<file path="src/rtl/sadc_pkg.sv">
package sadc_pkg;

    typedef enum logic {
        MODE_TRACK = 1'b0,
        MODE_HOLD  = 1'b1
    } sadc_mode_e;

    typedef struct packed {
        logic sel_fall;
        logic sel_rise;
        logic sck_fall;
        logic sck_rise;
    } sadc_evt_t;

    function automatic logic frame_bit_in_data(input int idx, input int lead, input int width);
        return (idx >= lead) && (idx < lead + width);
    endfunction

endpackage

</file>
<file path="src/rtl/sadc_frame_ctrl.sv">
module sadc_frame_ctrl
    import sadc_pkg::*;
#(
    parameter int FRAME_LEN = 16,
    parameter int HOLD_RISE = 13,
    parameter int CNT_W     = $clog2(FRAME_LEN + 1)
) (
    input  logic             clk,
    input  logic             rst,
    input  sadc_evt_t        evt,
    output logic             capture_o,
    output logic             oe_o,
    output sadc_mode_e       mode_o,
    output logic [CNT_W-1:0] fall_cnt_o
);
    localparam logic [CNT_W-1:0] LAST_FALL = CNT_W'(FRAME_LEN - 1);
    localparam logic [CNT_W-1:0] LAST_RISE = CNT_W'(HOLD_RISE - 1);

    logic             active;
    logic [CNT_W-1:0] rise_cnt;

    always_ff @(posedge clk) begin
        if (rst || evt.sel_rise) begin
            active     <= 1'b0;
            oe_o       <= 1'b0;
            mode_o     <= MODE_TRACK;
            fall_cnt_o <= '0;
            rise_cnt   <= '0;
        end else if (evt.sel_fall) begin
            active     <= 1'b1;
            oe_o       <= 1'b1;
            mode_o     <= MODE_HOLD;
            fall_cnt_o <= '0;
            rise_cnt   <= '0;
        end else begin
            if (active && oe_o && evt.sck_fall) begin
                fall_cnt_o <= fall_cnt_o + 1'b1;
                if (fall_cnt_o == LAST_FALL)
                    oe_o <= 1'b0;
            end
            if (active && (mode_o == MODE_HOLD) && evt.sck_rise) begin
                rise_cnt <= rise_cnt + 1'b1;
                if (rise_cnt == LAST_RISE)
                    mode_o <= MODE_TRACK;
            end
        end
    end

    assign capture_o = evt.sel_fall;
endmodule

</file>
<file path="config.mk">
export PLATFORM = sky130hd
export DESIGN_NAME = sadc_frame_ctrl
export DESIGN_NICKNAME = d
export VERILOG_FILES = /design/src/rtl/sadc_pkg.sv /design/src/rtl/sadc_frame_ctrl.sv
export SDC_FILE = /design/constraint.sdc
export NUM_CORES = 1
export LEC_CHECK = 0
export BUFFER_PORTS_ARGS = -buffer_cell sky130_fd_sc_hd__buf_2
export CAP_MARGIN = 20
export CORE_AREA = 2 2 39 41
export CTS_CLUSTER_SIZE = 20
export DETAILED_ROUTE_END_ITERATION = 16
export DIE_AREA = 0 0 41 43
export PLACE_DENSITY = 0.67
export SYNTH_ARGS = -nofsm -noshare
export SYNTH_HDL_FRONTEND = slang
export SYNTH_SLANG_ARGS = --single-unit
</file>
<file path="constraint.sdc">
create_clock -name clk -period 2.8 [get_ports clk]
set_input_delay 0.56 -clock clk [delete_from_list [all_inputs] [get_ports clk]]
set_output_delay 0.56 -clock clk [all_outputs]
set_load 0.01 [all_outputs]
</file>
==> summary.json <==
{
  "synth_cells": 64,
  "worstPathRequired_ns": 3.01,
  "first_iter_violations": 13,
  "fp-row-count": 14,
  "wirelength_um": 999,
  "utilization_pct": 49.3,
  "power_frac_clock_pct": 36.8,
  "grt_start_max_net_pins": 11,
  "insertion_delay_ns": 0.28,
  "internal-power_mw": 0.248,
  "grt_antenna_before_repair": 0,
  "finished_layout_cells": 95,
  "sequentialPowerShare_pct": 58.6,
  "synthFlopType": "sky130_fd_sc_hd__dfxtp_1",
  "power.density_mw_per_mm2": 475,
  "criticalPathCategory": "flip-flop to flip-flop",
  "wl_per_cell_um": 10.5,
  "detailedPlacementHpwl_um": 754,
  "buffer_ports.inserted": 13,
  "syn2layout_area_growth_pct": 17.2,
  "vdd_drop_max_uv": 223,
  "initial_utilization_pct": 42.0,
  "max_slew_margin_pct": 78.2,
  "drive_above_1_share_pct": 24.1,
  "clk_root_buffer_cell": "sky130_fd_sc_hd__clkbuf_4",
  "tightestPinTransition_ns": 0.327,
  "h-tree-depth": 1,
  "die_outline_area_mm2": 0.00176,
  "dp_worst_setup_slack_ns": 1.32,
  "cts.reportedPaths.clkPinSlew_ns": 0.08,
  "fin_total_pwr_mw": 0.324,
  "finalHoldViolCount": 0,
  "diodes": 0,
  "chipWidth_um": 41,
  "number_of_synthesis_warnings": 0,
  "mappedNetlistArea_um2": 582,
  "setup.worst_path.end_class": "flip-flop",
  "die_y_um": 43,
  "clock_path_buffers": 2,
  "antenna_violating_nets_post_route": 0,
  "worst_hold_slack_ns": 0.470,
  "power.net_switching_mw": 0.0755,
  "cp-start-kind": "flip-flop",
  "mappedNetlistNets": 74,
  "drv.max_cap_violation_count": 0,
  "setup_viol": 0,
  "setup_tns_ns": 0,
  "final_net_count": 90,
  "grt_pass1_vias": 397,
  "first_pass_iters": 4,
  "remaining_drc_errors": 0,
  "grt_first_pass_wirelength_um": 1620,
  "yosys.area.top_type": "sky130_fd_sc_hd__dfxtp_1",
  "post_cts.resized_instances": 0,
  "dp.cells": 91,
  "synth_simple_gate_area_share_pct": 23.7,
  "power.combinational.fraction_pct": 4.6,
  "share_of_the_synthesized_area_in_the_top_cell_type_pct": 44.7,
  "clock_tree_from_tritoncts": "yes",
  "tritoncts_num_sinks": 13,
  "postLayoutSetupSlackWorst_ns": 1.33,
  "netlist_top_cells_count": "sky130_fd_sc_hd__dfxtp_1, sky130_fd_sc_hd__nor2_1, sky130_fd_sc_hd__a21oi_1",
  "maxClockFrequency_mhz": 681,
  "post-cts-setup-buffers": 0,
  "cts-hold-fix-buffers": 0,
  "synth.distinct_cells": 21,
  "globalplace.congestion": 0.697,
  "final_max_slew_viol_count": 0,
  "synth-xor-area-share_pct": 6.02,
  "static-leakage-power_nw": 0.283,
  "synth-compound-area-share_pct": 9.03,
  "grt_overflow_total": 0,
  "synth_adder_area_share_pct": 8.60,
  "synth.yosys.seq_area_share_pct": 44.7,
  "yosysMostFrequentCell": "sky130_fd_sc_hd__dfxtp_1",
  "rsz_0062_raised_after_global_routing": "no",
  "finalWorstPathRequiredPeriod_ns": 1.47,
  "gr-usage-all-layers_pct": 14.6,
  "min_path_type": "input port to flip-flop",
  "ioPinCount": 14,
  "fp.coreArea_mm2": 0.00138,
  "synth_top_family_by_area": "simple AND/OR/NAND/NOR gates",
  "critPathMaxFanout": 4,
  "synth.ff_latch_count": 13,
  "status": "finished, final reports clean",
  "post_drt_via_cell_ratio": 5.04,
  "power_switching_share_pct": 23.3,
  "number_of_enable_flip_flop_cells_after_synthesis": 0,
  "avgSynthCellArea_um2": 9.09,
  "finalInstanceArea_um2": 682,
  "worst_ep_arrival_time_ns": 1.68,
  "multiplexer_fraction_of_the_synthesized_cell_area_pct": 3.44,
  "synth_async_sr_flop_share_pct": 0,
  "period_share_pct": 52.5,
  "dominant_cells_by_area_after_synthesis": "sky130_fd_sc_hd__dfxtp_1, sky130_fd_sc_hd__ha_1, sky130_fd_sc_hd__nor2_1, sky130_fd_sc_hd__xor2_1, sky130_fd_sc_hd__a21oi_1",
  "cts_buffers": 3,
  "detailroute.via_count": 479,
  "placed_cell_area_um2": 656,
  "worst_clock_skew_ns": 0.00118
}
## cells in the final DEF, fill, tap and decap left out, drive strengths merged
cell type / instances
dfxtp: 13
buf: 13
nor2: 7
a21oi: 5
nand3: 5
inv: 4
or3: 4
o21ai: 4
ha: 4
clkbuf: 4
xor2: 3
nand4: 2
mux2i: 2
nor3: 2
nand2: 2
and3: 1
xnor2: 1
nand4b: 1
a211oi: 1
or2: 1
## logic make-up after synthesis
| family | Yosys count |
|---|---|
| simple gates | 25 |
| flops | 13 |
| compound gates | 10 |
| buf+inv | 6 |
| xor+xnor | 4 |
| fa+ha+maj | 4 |
| mux | 2 |
## state kept, by name, summed over array words and instances, names as in the netlist
| signal | flops |
|---|---|
| active | 1 |
| fall_cnt_o | 5 |
| mode_o | 1 |
| oe_o | 1 |
| rise_cnt | 5 |
## power groups by stage
stage | clock, mW | sequential, mW | combinational, mW
after floorplan | 0 | 0.194 | 0.00660
after global placement | 0 | 0.194 | 0.0148
after detailed placement | 0 | 0.194 | 0.0148
after CTS | 0.123 | 0.190 | 0.0150
after global routing | 0.133 | 0.190 | 0.0168
final | 0.119 | 0.190 | 0.0147
## cell type report
| class | instances | area [µm²] |
|---|---|---|
| Clock buffer | 4 | 26.3 |
| Fill cell | 138 | 702 |
| Inverter | 4 | 15.0 |
| Multi-Input combinational cell | 45 | 295 |
| Sequential cell | 13 | 260 |
| Tap cell | 16 | 20.0 |
| Timing Repair Buffer | 13 | 65.1 |
## worst paths after layout
kind,slack (ns),cells after the start,to,startpoint
setup / recovery,1.33,5,fall_cnt_o[4],fall_cnt_o[0]
hold / removal,0.47,2,mode_o,evt[2]
setup reg to reg,1.33,5,fall_cnt_o[4],fall_cnt_o[0]
hold reg to reg,0.48,2,fall_cnt_o[4],fall_cnt_o[4]
## worst max-delay path, cell delays in order, from the launching register on
cell and delay [ns]:
sky130_fd_sc_hd__dfxtp_1 0.35, sky130_fd_sc_hd__ha_1 0.22, sky130_fd_sc_hd__and3_1 0.18, sky130_fd_sc_hd__ha_1 0.25
sky130_fd_sc_hd__or2_2 0.29, sky130_fd_sc_hd__a21oi_1 0.11
## routing by layer
layer  wire length, µm  GRT usage, %  up-vias
met4                29          14.0        0
met2               422          19.4       14
met1               493          17.1      206
li1                  -             -      255
met5                 0             0        -
met3                55          4.71        4
(Power assumes the default switching activity.)
